$ cat src/rtl/tsr_pkg.sv
package tsr_pkg;

  // Strobes sent from the control to the datapath each fast tick.
  typedef struct packed {
    logic mainEdge;    // this edge is the main (speculative) capture
    logic shadowEdge;  // this edge is the delayed shadow capture
    logic restore;     // main capture takes the shadow copy instead of the input
  } stageStrobes_t;

endpackage

$ cat src/rtl/tsr_lane.sv
module tsr_lane
  import tsr_pkg::*;
(
  input  logic          clk,
  input  logic          rstN,
  input  stageStrobes_t strb,
  input  logic          dBit,
  output logic          qBit,
  output logic          mismatch
);

  logic mainQ;
  logic shadowQ;

  always_ff @(posedge clk or negedge rstN) begin
    if (!rstN) begin
      mainQ   <= 1'b0;
      shadowQ <= 1'b0;
    end else begin
      if (strb.mainEdge) begin
        mainQ <= strb.restore ? shadowQ : dBit;
      end
      if (strb.shadowEdge) begin
        shadowQ <= dBit;
      end
    end
  end

  assign qBit     = mainQ;
  assign mismatch = mainQ ^ shadowQ;

endmodule

$ cat src/rtl/tsr_datapath.sv
module tsr_datapath
  import tsr_pkg::*;
#(
  parameter int WIDTH = 16
) (
  input  logic             clk,
  input  logic             rstN,
  input  stageStrobes_t    strb,
  input  logic [WIDTH-1:0] dIn,
  output logic [WIDTH-1:0] qOut,
  output logic [WIDTH-1:0] errLanes,
  output logic             anyMismatch
);

  logic [WIDTH-1:0] laneMismatch;

  for (genvar i = 0; i < WIDTH; i++) begin : g_lane
    tsr_lane lane_i (
      .clk      (clk),
      .rstN     (rstN),
      .strb     (strb),
      .dBit     (dIn[i]),
      .qBit     (qOut[i]),
      .mismatch (laneMismatch[i])
    );
  end

  assign anyMismatch = |laneMismatch;

  // Mask of failing lanes, reported for one pipeline cycle with the flag.
  always_ff @(posedge clk or negedge rstN) begin
    if (!rstN) begin
      errLanes <= '0;
    end else if (strb.mainEdge) begin
      errLanes <= laneMismatch;
    end
  end

endmodule

$ cat src/rtl/tsr_ctrl.sv
module tsr_ctrl
  import tsr_pkg::*;
#(
  parameter int CYCLE_TICKS  = 8,
  parameter int SHADOW_TICKS = 3
) (
  input  logic          clk,
  input  logic          rstN,
  input  logic          anyMismatch,
  input  logic          flushMode,
  output stageStrobes_t strb,
  output logic          cycleStart,
  output logic          errFlag,
  output logic          stallReq,
  output logic          flushReq
);

  localparam int PHASE_W = (CYCLE_TICKS > 1) ? $clog2(CYCLE_TICKS) : 1;
  localparam logic [PHASE_W-1:0] LAST_PHASE   = PHASE_W'(CYCLE_TICKS - 1);
  localparam logic [PHASE_W-1:0] SHADOW_PHASE = PHASE_W'(SHADOW_TICKS);

  logic [PHASE_W-1:0] phase;

  always_ff @(posedge clk or negedge rstN) begin
    if (!rstN) begin
      phase <= '0;
    end else if (phase == LAST_PHASE) begin
      phase <= '0;
    end else begin
      phase <= phase + 1'b1;
    end
  end

  always_comb begin
    strb.mainEdge   = (phase == '0);
    strb.shadowEdge = (phase == SHADOW_PHASE);
    strb.restore    = (phase == '0) && anyMismatch;
  end

  assign cycleStart = strb.mainEdge;

  // The flag and the request are decided at the main edge and held for one
  // pipeline cycle.
  always_ff @(posedge clk or negedge rstN) begin
    if (!rstN) begin
      errFlag  <= 1'b0;
      stallReq <= 1'b0;
      flushReq <= 1'b0;
    end else if (strb.mainEdge) begin
      errFlag  <= anyMismatch;
      stallReq <= anyMismatch && !flushMode;
      flushReq <= anyMismatch && flushMode;
    end
  end

endmodule

$ cat src/rtl/tsr_stage.sv
module tsr_stage
  import tsr_pkg::*;
#(
  parameter int WIDTH        = 16,
  parameter int CYCLE_TICKS  = 8,
  parameter int SHADOW_TICKS = 3
) (
  input  logic             clk,
  input  logic             rstN,
  input  logic [WIDTH-1:0] dIn,
  input  logic             flushMode,
  output logic [WIDTH-1:0] qOut,
  output logic             cycleStart,
  output logic             errFlag,
  output logic [WIDTH-1:0] errLanes,
  output logic             stallReq,
  output logic             flushReq
);

  stageStrobes_t strb;
  logic          anyMismatch;

  tsr_ctrl #(
    .CYCLE_TICKS  (CYCLE_TICKS),
    .SHADOW_TICKS (SHADOW_TICKS)
  ) ctrl_i (
    .clk         (clk),
    .rstN        (rstN),
    .anyMismatch (anyMismatch),
    .flushMode   (flushMode),
    .strb        (strb),
    .cycleStart  (cycleStart),
    .errFlag     (errFlag),
    .stallReq    (stallReq),
    .flushReq    (flushReq)
  );

  tsr_datapath #(
    .WIDTH (WIDTH)
  ) dp_i (
    .clk         (clk),
    .rstN        (rstN),
    .strb        (strb),
    .dIn         (dIn),
    .qOut        (qOut),
    .errLanes    (errLanes),
    .anyMismatch (anyMismatch)
  );

endmodule

$ cat config.mk
export PLATFORM = sky130hd
export DESIGN_NAME = tsr_stage
export DESIGN_NICKNAME = d
export VERILOG_FILES = /design/src/rtl/tsr_pkg.sv /design/src/rtl/tsr_lane.sv /design/src/rtl/tsr_datapath.sv /design/src/rtl/tsr_ctrl.sv /design/src/rtl/tsr_stage.sv
export SDC_FILE = /design/constraint.sdc
export NUM_CORES = 1
export LEC_CHECK = 0
export BUFFER_PORTS_ARGS = -buffer_cell sky130_fd_sc_hd__buf_2
export CAP_MARGIN = 40
export CORE_MARGIN = 3
export CORE_UTILIZATION = 25
export DETAILED_ROUTE_END_ITERATION = 8
export PLACE_DENSITY = 0.4
export SLEW_MARGIN = 20
export SYNTH_ARGS = -nofsm -noshare
export SYNTH_HDL_FRONTEND = slang
export SYNTH_SLANG_ARGS = --single-unit
$ cat constraint.sdc
create_clock -name clk -period 3.45 [get_ports clk]
set_clock_uncertainty 0.2 [all_clocks]
set_input_delay 0.345 -clock clk [delete_from_list [all_inputs] [get_ports clk]]
set_output_delay 0.345 -clock clk [all_outputs]
set_load 0.03 [all_outputs]
After elaboration in Yosys (flattened, before gate mapping)
Cells that the tools add are included.
- bits in registers: 54
- output and inout port bits: 36
- logic and storage cells: 79
- bits of input ports: 19
- bitwise gates (word level): 16
- mux-type cells: 17
- reduce and logical (&&, ||, !) cells: 6
- $add $sub $neg: 1
- equality and inequality tests: 2
- operator list (cell ; number):
    $mux W1 ; 16
    $reduce_or A16 Y1 ; 1
    $xor A1 B1 Y1 ; 16
    $add A3 B1 Y3 const B ; 1
    $eq A3 B2 Y1 const B ; 1
    $eq A3 B3 Y1 const B ; 1
    $logic_and A1 B1 Y1 ; 3
    $logic_not A3 Y1 ; 1
    $mux W3 ; 1
    $logic_not A1 Y1 ; 1

Depth between registers and ports, before layout
Gate-level depths: netlist of run 1.
- depth after elaboration: 4
- mapped depth: 7

Cells and area by module
Synthesis of run 1 repeated with hierarchy kept, for this count alone.
- cell total of the unflattened synthesis: 177
- area, all modules: 2472.4 um^2
- modules (own cells, without submodules) (module ; times used ; cells an instance ; area an instance (um^2) ; seq. area each (um^2)):
    tsr_lane ; 16 ; 7 ; 92.6 ; 50.0
    tsr_datapath ; 1 ; 39 ; 680.7 ; 400.4
    tsr_ctrl ; 1 ; 26 ; 310.3 ; 150.1

Least setup slack after synthesis of run 1
OpenSTA, ideal clock, no wires.
- path type: reg-to-reg
- from: register dp_i.g_lane[4].lane_i.mainQ
- to: register dp_i.g_lane[2].lane_i.mainQ
- stages on the path, launching flop included: 8
- period minus slack after synthesis: 1939 ps
- buffers on the path: 2
- setup time: 141 ps
- slack: 1511 ps
- data arrival time: 1598 ps
- cell sequence: dfrtp_1 -> xnor2_1 -> nand2_1 -> or4_1 -> buf_6 -> buf_8 -> o21ai_1 -> a31oi_1
- longest elaborated chain between the ends: 4
- RTL lines (item ; line ; text):
    start: declaration ; tsr_lane.sv:12 ; logic mainQ;
    start signal: assignment ; tsr_lane.sv:21 ; mainQ <= strb.restore ? shadowQ : dBit;
    $xor A1 B1 Y1 ; tsr_lane.sv:30 ; assign mismatch = mainQ ^ shadowQ;
    $reduce_or A16 Y1 ; tsr_datapath.sv:28 ; assign anyMismatch = |laneMismatch;
    $logic_and A1 B1 Y1 ; tsr_ctrl.sv:37 ; strb.restore = (phase == '0) && anyMismatch;
    $mux W1 ; tsr_lane.sv:21 ;
    end signal: assignment ; tsr_lane.sv:21 ;
    end: declaration ; tsr_lane.sv:12 ;
Every way passes these cells.
A chain may end at the register's enable or synchronous reset.

Worst setup path in the final report of run 1
- from: register dp_i.g_lane[7].lane_i.mainQ
- to: register dp_i.g_lane[8].lane_i.mainQ
- longest elaborated chain between the ends: 4
- RTL lines (item ; line):
    start: declaration ; tsr_lane.sv:12
    start signal: assignment ; tsr_lane.sv:21
    $xor A1 B1 Y1 ; tsr_lane.sv:30
    $reduce_or A16 Y1 ; tsr_datapath.sv:28
    $logic_and A1 B1 Y1 ; tsr_ctrl.sv:37
    $mux W1 ; tsr_lane.sv:21
    end signal: assignment ; tsr_lane.sv:21
    end: declaration ; tsr_lane.sv:12
Every way passes these cells.

==> metrics.txt, run 1 <==
total clock sinks=54; share of post-route cells with drive strength above 1=31.8%; Final Hold Viols=0; Final Cycle Share=69.7%; vias in the first global route=between 1.5k and 2k; die height=107 µm; DRT antenna net count=0; # setup viols final=0; Syn-to-layout area delta=14.9%; max frequency=approximately 420 MHz; clock root buffer=clkbuf_8; critical path's slowest cell=or4_1; Mapped Avg Cell Area=10.5 µm²; pre-CTS WS=1.03 ns; Clock Latency Late Sink=0.31 ns; Final Worst Setup Slack=around 1.0 ns; dominant cells by area after synthesis=dfrtp_1 (53%), mux2_2 (7.1%), buf_4 (5.0%); CP cell instances=xnor2_1 > nand4_1 > or4_1 > o21ai_0 > a31oi_1; Core Region=roughly 10000 µm²; Layout Nets=305; register bit total from synthesis=54; Max-slew headroom=approximately 51%; Synth Net Count=~270; routability cong.=0.677; CTS Buf Count=5; ant diodes=0; cell taking the most area after synthesis=dfrtp_1; total wire length=6540 µm; Slew Viols, Final=0; Worst EP arrival=between 2 and 2.5 ns; most frequent cell after synthesis=dfrtp_1; first drt pass iteration count=4; DRC Markers=0; row cnt=36; outcome=completed; Cell variety after synth=25; first-pass GRT wire length=10600 µm; Hold Slack=around 0.026 ns; fin crit period=2.41 ns; RSZ-0062 raised after global routing=false; number of flops mapped to enable cells by yosys=0; Finished Layout Cells=approximately 420; Synth Warn #=0; top cells by count, synth=dfrtp_1 (54), nor2_1 (29), nand2_1 (19), buf_4 (17); Port Buffers=54; vias=1814; CP max stage delay=a little under 0.8 ns; width of the chip=107 µm; async set or reset register ratio after synthesis=100%; Core Util, Final=29.8%; WL per Instance=15.7 µm; TritonCTS clock tree=built; clock-pin slew of the registers on the worst-case setup and hold paths=0.10 ns; post-synth top area share=52.9%; number of antenna violations at the first check in global routing=0; DR iter-0 viols=52; Starting Density=around 26%; I/O Pins=55; Total Routing Usage GR=12.0%; CP Launch Type=flop; pin count of the biggest net entering global routing=24; vias per cell=4.36; Mapped Area=2550 µm²; TNS Setup=0 ns; endpoint class of the critical path=flop; WP data required=roughly 3.4 ns; die area=11500 µm²; post-synthesis sequential area ratio=52.9%; Top FF cell, synth=dfrtp_1; grt ovf=0; Fillers=~1.1k; Leakage=0.00127 µW; Synth Instances=~240; critical path type=reg -> reg; # resized after CTS=0; CP max FO=17; Worst Max-Slew Pin Slew=0.732 ns; power density cells=434 nW/µm²; clock buffer depth=2; Hold WC Path Type=in -> reg; worst IR drop on VDD=0.000171 V; Inst Count DP=407; DP HPWL=4760 µm; CTS H-tree depth=2; maxcap violations=0
## through the flow
stage	power, µW	cell area [µm²]
floorplan	848	2550
global placement	919	2820
detailed placement	920	2830
CTS	1290	2940
global route	1350	2940
finish	1270	2940
## report_power, final
part	total [µW]	internal, µW	leakage [µW]	switching, µW
Combinational	200	66.9	0.000593	133
Clock	372	163	0.0000482	209
Sequential	703	672	0.000629	31.1
## per-layer routing
layer | vias to the layer above | share of wire (%) | track usage, %
met5 | - | 0 | 0
met3 | 9 | 4.1 | 2.23
met2 | 41 | 44 | 17.8
li1 | 898 | - | -
met4 | 0 | 1.8 | 3.84
met1 | 866 | 51 | 17.4
## final timing paths
check	start	end	slack (ns)	cells after the start
min in group asynchronous	rstN	ctrl_i.phase[0]	0.28	2
max in group asynchronous	rstN	dp_i.g_lane[7].lane_i.shadowQ	2.13	3
max reg2reg	dp_i.g_lane[7].lane_i.qBit	dp_i.g_lane[8].lane_i.qBit	1.04	5
min reg2reg	ctrl_i.phase[0]	ctrl_i.phase[0]	0.27	1
max	dp_i.g_lane[7].lane_i.qBit	dp_i.g_lane[8].lane_i.qBit	1.04	5
min	flushMode	ctrl_i.stallReq	0.03	2
## cell families after synthesis
logic type	after synthesis	share of synthesized area, %
AO/OA/AOI/OAI	47	10.1
XOR/XNOR	16	6.07
adder cells (fa/ha/maj)	4	1.96
buffers and inverters	35	9.25
flip-flops	54	52.9
multiplexers	16	7.05
AND/OR/NAND/NOR	71	12.7
## layout by cell type, fill, tap and decap left out
cell type	n
nand3_1	16
o31ai_1	1
nor2_4	1
buf_4	6
clkbuf_8	6
nand2_1	19
o21ai_1	12
dlygate4sd3_1	1
a21oi_1	12
nand4_1	2
ha_1	4
clkbuf_1	1
o21ai_0	6
buf_2	54
mux2_2	16
a31oi_1	16
clkinv_2	1
xnor2_1	10
nor2_1	29
inv_2	1
or4_1	2
nor4_2	2
xnor2_2	2
buf_8	1
xor2_1	4
dfrtp_1	54
inv_1	4
## registers in the layout, summed over array words and instances, names as in the netlist
name,cells
dp_i.g_lane.lane_i.qBit,16
ctrl_i.stallReq,1
dp_i.errLanes,16
dp_i.g_lane.lane_i.shadowQ,16
ctrl_i.phase,3
ctrl_i.errFlag,1
ctrl_i.flushReq,1
## area by class of cell
class,instances,area (µm²),share of cell area (%)
Tap cell,133,166,5.67
Clock inverter,1,5.00,0.171
Clock buffer,7,86.3,2.94
Sequential cell,54,1350,46.0
Multi-Input combinational cell,154,967,32.9
Inverter,5,18.8,0.639
Timing Repair Buffer,62,340,11.6
## critical path: cells and delay by family (launching register included)
kind            cells  cell delay, ns
simple gates        2            0.97
flops               1            0.42
xor+xnor            1            0.30
compound gates      2            0.39
## timing repair
| item | in CTS | in global routing |
|---|---|---|
| setup buffers | 0 | 0 |
| setup endpoints to repair | 0 | 0 |
| hold endpoints to repair | 16 | 0 |
| hold buffers | 1 | 0 |
Note: power is estimated with default switching activity, not from simulation.
==> run 2: changes to the inputs <==
--- a/config.mk
+++ b/config.mk
@@ -5,6 +5,7 @@
 export SDC_FILE = /design/constraint.sdc
 export NUM_CORES = 1
 export LEC_CHECK = 0
+export ABC_AREA = 1
 export BUFFER_PORTS_ARGS = -buffer_cell sky130_fd_sc_hd__buf_2
 export CAP_MARGIN = 40
 export CORE_MARGIN = 3
==> constraint.sdc (replaced) <==
create_clock -name clk -period 2.45 [get_ports clk]
set_clock_uncertainty 0.2 [all_clocks]
set_input_delay 0.245 -clock clk [delete_from_list [all_inputs] [get_ports clk]]
set_output_delay 0.245 -clock clk [all_outputs]
set_load 0.03 [all_outputs]
==> metrics.txt, run 2 <==
Mapped Area=2700 µm² (+5.8%); clock root buffer=clkbuf_8; post-synth top area share=50.0% (-2.9 points); DRC Markers=0 (unchanged); Synth Warn #=0 (unchanged); number of antenna violations at the first check in global routing=0 (unchanged); clock buffer depth=2 (unchanged); RR Startpoint=dp_i.g_lane[4].lane_i.shadowQ; total clock sinks=54 (unchanged); TritonCTS clock tree=built; RSZ-0062 raised after global routing=false; power density cells=565 nW/µm² (+30%); Synth Instances=342 (+41%); die area=12100 µm² (+5.4%); max frequency=456 MHz; DP HPWL=4580 µm (-3.8%); post-synthesis sequential area ratio=50.0% (-2.9 points); vias=2224 (+23%); Hold Slack=0.262 ns (+0.236 ns); share of post-route cells with drive strength above 1=20.4% (-11 points); DRT antenna net count=0 (unchanged); cell taking the most area after synthesis=dfrtp_1; width of the chip=110 µm (+2.7%); Worst EP arrival=1.75 ns (-0.63 ns); CTS H-tree depth=2 (unchanged); Starting Density=25.9% (+0.045 points); Port Buffers=54 (unchanged); routability cong.=0.706 (+4.4%); register bit total from synthesis=54 (unchanged); I/O Pins=55 (unchanged); Critical Path Start=ctrl_i.phase[0]; dominant cells by area after synthesis=dfrtp_1 (50%), nand2_1 (13%), inv_1 (6.1%); grt ovf=0 (unchanged); WL per Instance=12.5 µm (-20%); Total Routing Usage GR=11.7% (-0.27 points); die height=110 µm (+2.7%); Worst R2R End=dp_i.g_lane[4].lane_i.qBit; Inst Count DP=508 (+25%); Mapped Avg Cell Area=7.90 µm² (-25%); Reg2Reg Depth=11 (+6); first-pass GRT wire length=10900 µm (+2.7%); Top FF cell, synth=dfrtp_1; Placed Area=3020 µm² (+6.7%); CP Launch Type=flop; fin crit period=2.19 ns; Finished Layout Cells=534 (+28%); total wire length=6690 µm (+2.3%); Core Util, Final=31.8% (+2.1 points); vias per cell=4.16 (-4.5%); Syn-to-layout area delta=22.6%; clock-pin slew of the registers on the worst-case setup and hold paths=0.11 ns (about the same); most frequent cells in the layout=nand2_1 (92), dfrtp_1 (54), buf_2 (54); pin count of the biggest net entering global routing=31 (+29%); outcome=completed; top cells by count, synth=nand2_1 (92), dfrtp_1 (54), inv_1 (44), nand3_1 (33), nor2_1 (25); Worst Max-Slew Pin Slew=0.715 ns (-0.0175 ns); Max-slew headroom=52.3% (+1.2 points); async set or reset register ratio after synthesis=100% (unchanged); DR iter-0 viols=75 (+44%); Clock Latency Late Sink=0.31 ns (about the same); CP Capture Point=cycleStart; worst IR drop on VDD=0.000178 V (+4.5%); CP max FO=25 (+8); Core Region=10400 µm² (+5.6%); # setup viols final=0 (unchanged); Layout Nets=420 (+38%); final instance area=3310 µm² (+13%); CTS Buf Count=5 (unchanged); most frequent cell after synthesis=nand2_1; endpoint class of the critical path=output port; WP data required=2.01 ns (-1.42 ns); Cell variety after synth=19 (-24%); row cnt=37 (+2.8%); ant diodes=0 (unchanged); # resized after CTS=0 (unchanged); maxcap violations=0 (unchanged); Hold WC Path Type=reg -> reg; Final Cycle Share=89.4%; Slew Viols, Final=0 (unchanged); Leakage=0.00173 µW (+36%); postcts setup bufs=0 (unchanged); TNS Setup=0 ns (unchanged); critical path type=reg -> out; FF-to-FF setup slack=0.53 ns (-0.51 ns); number of flops mapped to enable cells by yosys=0 (unchanged); Final Hold Viols=0 (unchanged); Synth Net Count=365 (+37%); vias in the first global route=2153 (+15%); first drt pass iteration count=4 (unchanged); most common cell after layout, fill and taps aside=nand2_1
[run 2: cell types whose count changed after synthesis, sizes merged, moves of 14 or more]
cell / delta
nand2: +75
inv: +48
nand3: +17
mux2: -16
o21ai: +14
[run 2: how the worst min path moves through the flow]
stage,start,end,slack [ns],cells past startpoint
6_report,ctrl_i.phase[0],ctrl_i.phase[0],0.26,1
3_3_place_gp,rstN,dp_i.errLanes[6],0.15,1
5_1_grt,ctrl_i.phase[0],ctrl_i.phase[0],0.29,1
2_1_floorplan,rstN,ctrl_i.errFlag,-0.25,0
3_5_place_dp,rstN,dp_i.errLanes[6],0.15,1
4_1_cts,ctrl_i.phase[0],ctrl_i.phase[0],0.26,1
[run 2: where the power goes]
part | total [µW] | switching [µW] | internal (µW) | leakage (µW)
Sequential | 970 | 30.4 | 939 | 0.000634
Combinational | 284 | 186 | 98.4 | 0.00104
Clock | 618 | 316 | 302 | 0.0000579
[run 2: stage by stage]
step | total power (µW) | setup slack (ns)
floorplan | 1170 | 0.578
global placement | 1260 | 0.481
detailed placement | 1260 | 0.492
CTS | 1910 | 0.187
global route | 1980 | 0.0925
finish | 1870 | 0.259
[run 2: final cells by class]
cell class,count,area (µm²)
Fill cell,1130,7100
Timing Repair Buffer,77,520
Inverter,53,199
Clock inverter,3,40.0
Tap cell,136,170
Multi-Input combinational cell,206,963
Sequential cell,54,1350
Clock buffer,5,68.8
[run 2: logic make-up after synthesis]
family / Yosys count / synth area share, %
and+or+nand+nor: 154 / 24.2
buffers and inverters: 82 / 14.4
DFF: 54 / 50.0
AOI/OAI and AO/OA: 48 / 9.63
adders and majority gates: 4 / 1.85
[run 2: what timing repair did]
action,4_1_cts,5_1_grt
endpoints found under the hold margin,45,0
hold buffers,18,0
setup endpoints to repair,0,0
[run 2: worst max-delay path, stage by stage, from the launching register on]
cell	delay (ns)
dfrtp_1	0.41
inv_1	0.06
ha_1	0.14
nand2_1	0.14
inv_2	0.39
buf_2	0.29
[run 2: layer usage]
layer  up-vias  routed length [µm]  track usage [%]
li1       1166                   -                -
met1      1002                3130             15.7
met2        49                3170             19.3
met3         7                 302             1.92
met4         0                  85             3.47
met5         -                   0                0
==> run 3: changes to the inputs <==
--- a/config.mk
+++ b/config.mk
@@ -8,10 +8,11 @@
 export ABC_AREA = 1
 export BUFFER_PORTS_ARGS = -buffer_cell sky130_fd_sc_hd__buf_2
 export CAP_MARGIN = 40
+export CORE_ASPECT_RATIO = 0.8
 export CORE_MARGIN = 3
 export CORE_UTILIZATION = 25
 export DETAILED_ROUTE_END_ITERATION = 8
-export PLACE_DENSITY = 0.4
+export PLACE_DENSITY = 0.41
 export SLEW_MARGIN = 20
 export SYNTH_ARGS = -nofsm -noshare
 export SYNTH_HDL_FRONTEND = slang
==> constraint.sdc (replaced) <==
create_clock -name clk -period 1.88 [get_ports clk]
set_clock_uncertainty 0.2 [all_clocks]
set_input_delay 0.188 -clock clk [delete_from_list [all_inputs] [get_ports clk]]
set_output_delay 0.188 -clock clk [all_outputs]
set_load 0.03 [all_outputs]
==> metrics.txt, run 3 (synthesized netlist as in run 2, its figures left out) <==
outcome=completed; CTS H-tree depth=2 (unchanged); first drt pass iteration count=4 (unchanged); vias per cell=4.16 (about the same); total wire length=6630 µm (-0.91%); first-pass GRT wire length=10800 µm (-0.39%); most frequent cells in the layout=nand2_1 (91), dfrtp_1 (54), buf_2 (54); row cnt=33 (-11%); clock root buffer=clkbuf_16; die area=12100 µm² (about the same); clock-pin slew of the registers on the worst-case setup and hold paths=0.07 ns (-0.04 ns); endpoint class of the critical path=output port; grt ovf=0 (unchanged); CP Launch Type=flop; share of post-route cells with drive strength above 1=23.1% (+2.7 points); DRC Markers=0 (unchanged); most common cell after layout, fill and taps aside=nand2_1; number of antenna violations at the first check in global routing=0 (unchanged); ant diodes=0 (unchanged); Slew Viols, Final=0 (unchanged); Layout Nets=431 (+2.6%); die height=99.0 µm (-10%); Worst Max-Slew Pin Slew=0.320 ns (-0.395 ns); Total Routing Usage GR=11.5% (-0.19 points); DR iter-0 viols=71 (-5.3%); vias in the first global route=2167 (+0.65%); pre-CTS WS=0.0909 ns (-0.402 ns); Syn-to-layout area delta=29.3%; Final Cycle Share=96.3%; Fillers=1145 (+1.3%); critical path's slowest cell=dfrtp_1; buffers and inverters on the worst path=3 (unchanged); CTS Buf Count=5 (unchanged); RSZ-0062 raised after global routing=false; DP HPWL=4540 µm (-0.81%); CP max FO=12 (-52%); power density cells=739 nW/µm² (+31%); vias=2277 (+2.4%); Clock Latency Late Sink=0.29 ns (-0.02 ns); Leakage=0.00180 µW (+4.1%); max frequency=~550 MHz; CP max stage delay=0.42 ns (about the same); worst IR drop on VDD=0.000276 V (+55%); Worst EP arrival=1.42 ns (-0.33 ns); # setup viols final=0 (unchanged); Core Util, Final=33.6% (+1.8 points); fin crit period=1.81 ns; Final Hold Viols=0 (unchanged); Max-slew headroom=78.7% (+26 points); WP data required=1.49 ns (-0.52 ns); Port Buffers=54 (unchanged); maxcap violations=0 (unchanged); Starting Density=26.0% (+0.028 points); CP top delay family=buffers and inverters; TritonCTS clock tree=built; routability cong.=0.737 (+4.3%); total clock sinks=54 (unchanged); DRT antenna net count=0 (unchanged); CP cell instances=inv_1 > ha_1 > nand2_1 > inv_4 > buf_2; Hold WC Path Type=in -> async; critical path type=reg -> out; Final Worst Setup Slack=0.0705 ns (-0.189 ns); width of the chip=122 µm (+11%); I/O Pins=55 (unchanged); pin count of the biggest net entering global routing=55 (+77%); Core Region=10400 µm² (-0.11%); TNS Setup=0 ns (unchanged); WL per Instance=12.1 µm (-3.3%); clock buffer depth=2 (unchanged)
## run 3: cell types whose count changed in the layout (fill, tap and decap cells not counted), sizes merged
cell    change
clkbuf      +1
buf        +10
nand2       +1
bufinv      -1
clkinv      -2
## run 3: power by group
part | internal, µW | switching, µW
Clock | 517 | 416
Sequential | 1220 | 38.3
Combinational | 136 | 248
## run 3: worst min-delay path: cells and delay by family
family | cells | cell delay (ns)
buffers and inverters | 3 | 0.92
## run 3: path summary, 6_finish.rpt
| path | slack, ns | startpoint | cells after the start | endpoint |
|---|---|---|---|---|
| max | 0.07 | ctrl_i.phase[0] | 5 | cycleStart |
| min | 0.23 | rstN | 3 | ctrl_i.phase[0] |
| max reg2reg | 0.14 | dp_i.g_lane[6].lane_i.qBit | 9 | dp_i.g_lane[6].lane_i.qBit |
| min reg2reg | 0.28 | ctrl_i.errFlag | 2 | ctrl_i.errFlag |
| max in group asynchronous | 0.98 | rstN | 3 | dp_i.g_lane[15].lane_i.shadowQ |
| min in group clk | 0.28 | ctrl_i.errFlag | 2 | ctrl_i.errFlag |
## run 3: layout make-up
class / instances / area, µm² / share of cell area, %
well taps: 140 / 175 / 5.01
clock buffers: 6 / 139 / 3.98
inverters: 53 / 201 / 5.77
multi-input cells: 207 / 993 / 28.4
flip-flops and latches: 54 / 1350 / 38.7
repair buffers: 87 / 633 / 18.1
## run 3: what timing repair did
item | in CTS | in global routing
gates cloned | 0 | 1
endpoints found under the hold margin | 72 | 0
endpoints found under the setup margin | 1 | 18
pin swaps | 0 | 4
buffers inserted | 0 | 4
hold buffers | 18 | 0
resized for setup | 1 | 7
## run 3: metal layers
layer  vias up  part of all wire [%]  wire length (µm)  GRT usage, %
li1       1196                     -                 -             -
met1      1028                    52              3460          16.7
met2        45                    41              2740          16.5
met3         8                   5.0               334          3.21
met4         0                   1.4                93          3.61
met5         -                     0                 0             0
## run 3: metrics by stage
stage	instances	power (µW)	area, µm²	hold WS (ns)
CTS	542	2620	3430	0.237
finish	547	2580	3490	0.233
global placement	518	1640	3100	0.0241
detailed placement	518	1640	3100	0.0216
global route	547	2720	3490	0.280
floorplan	342	1520	2700	-0.308
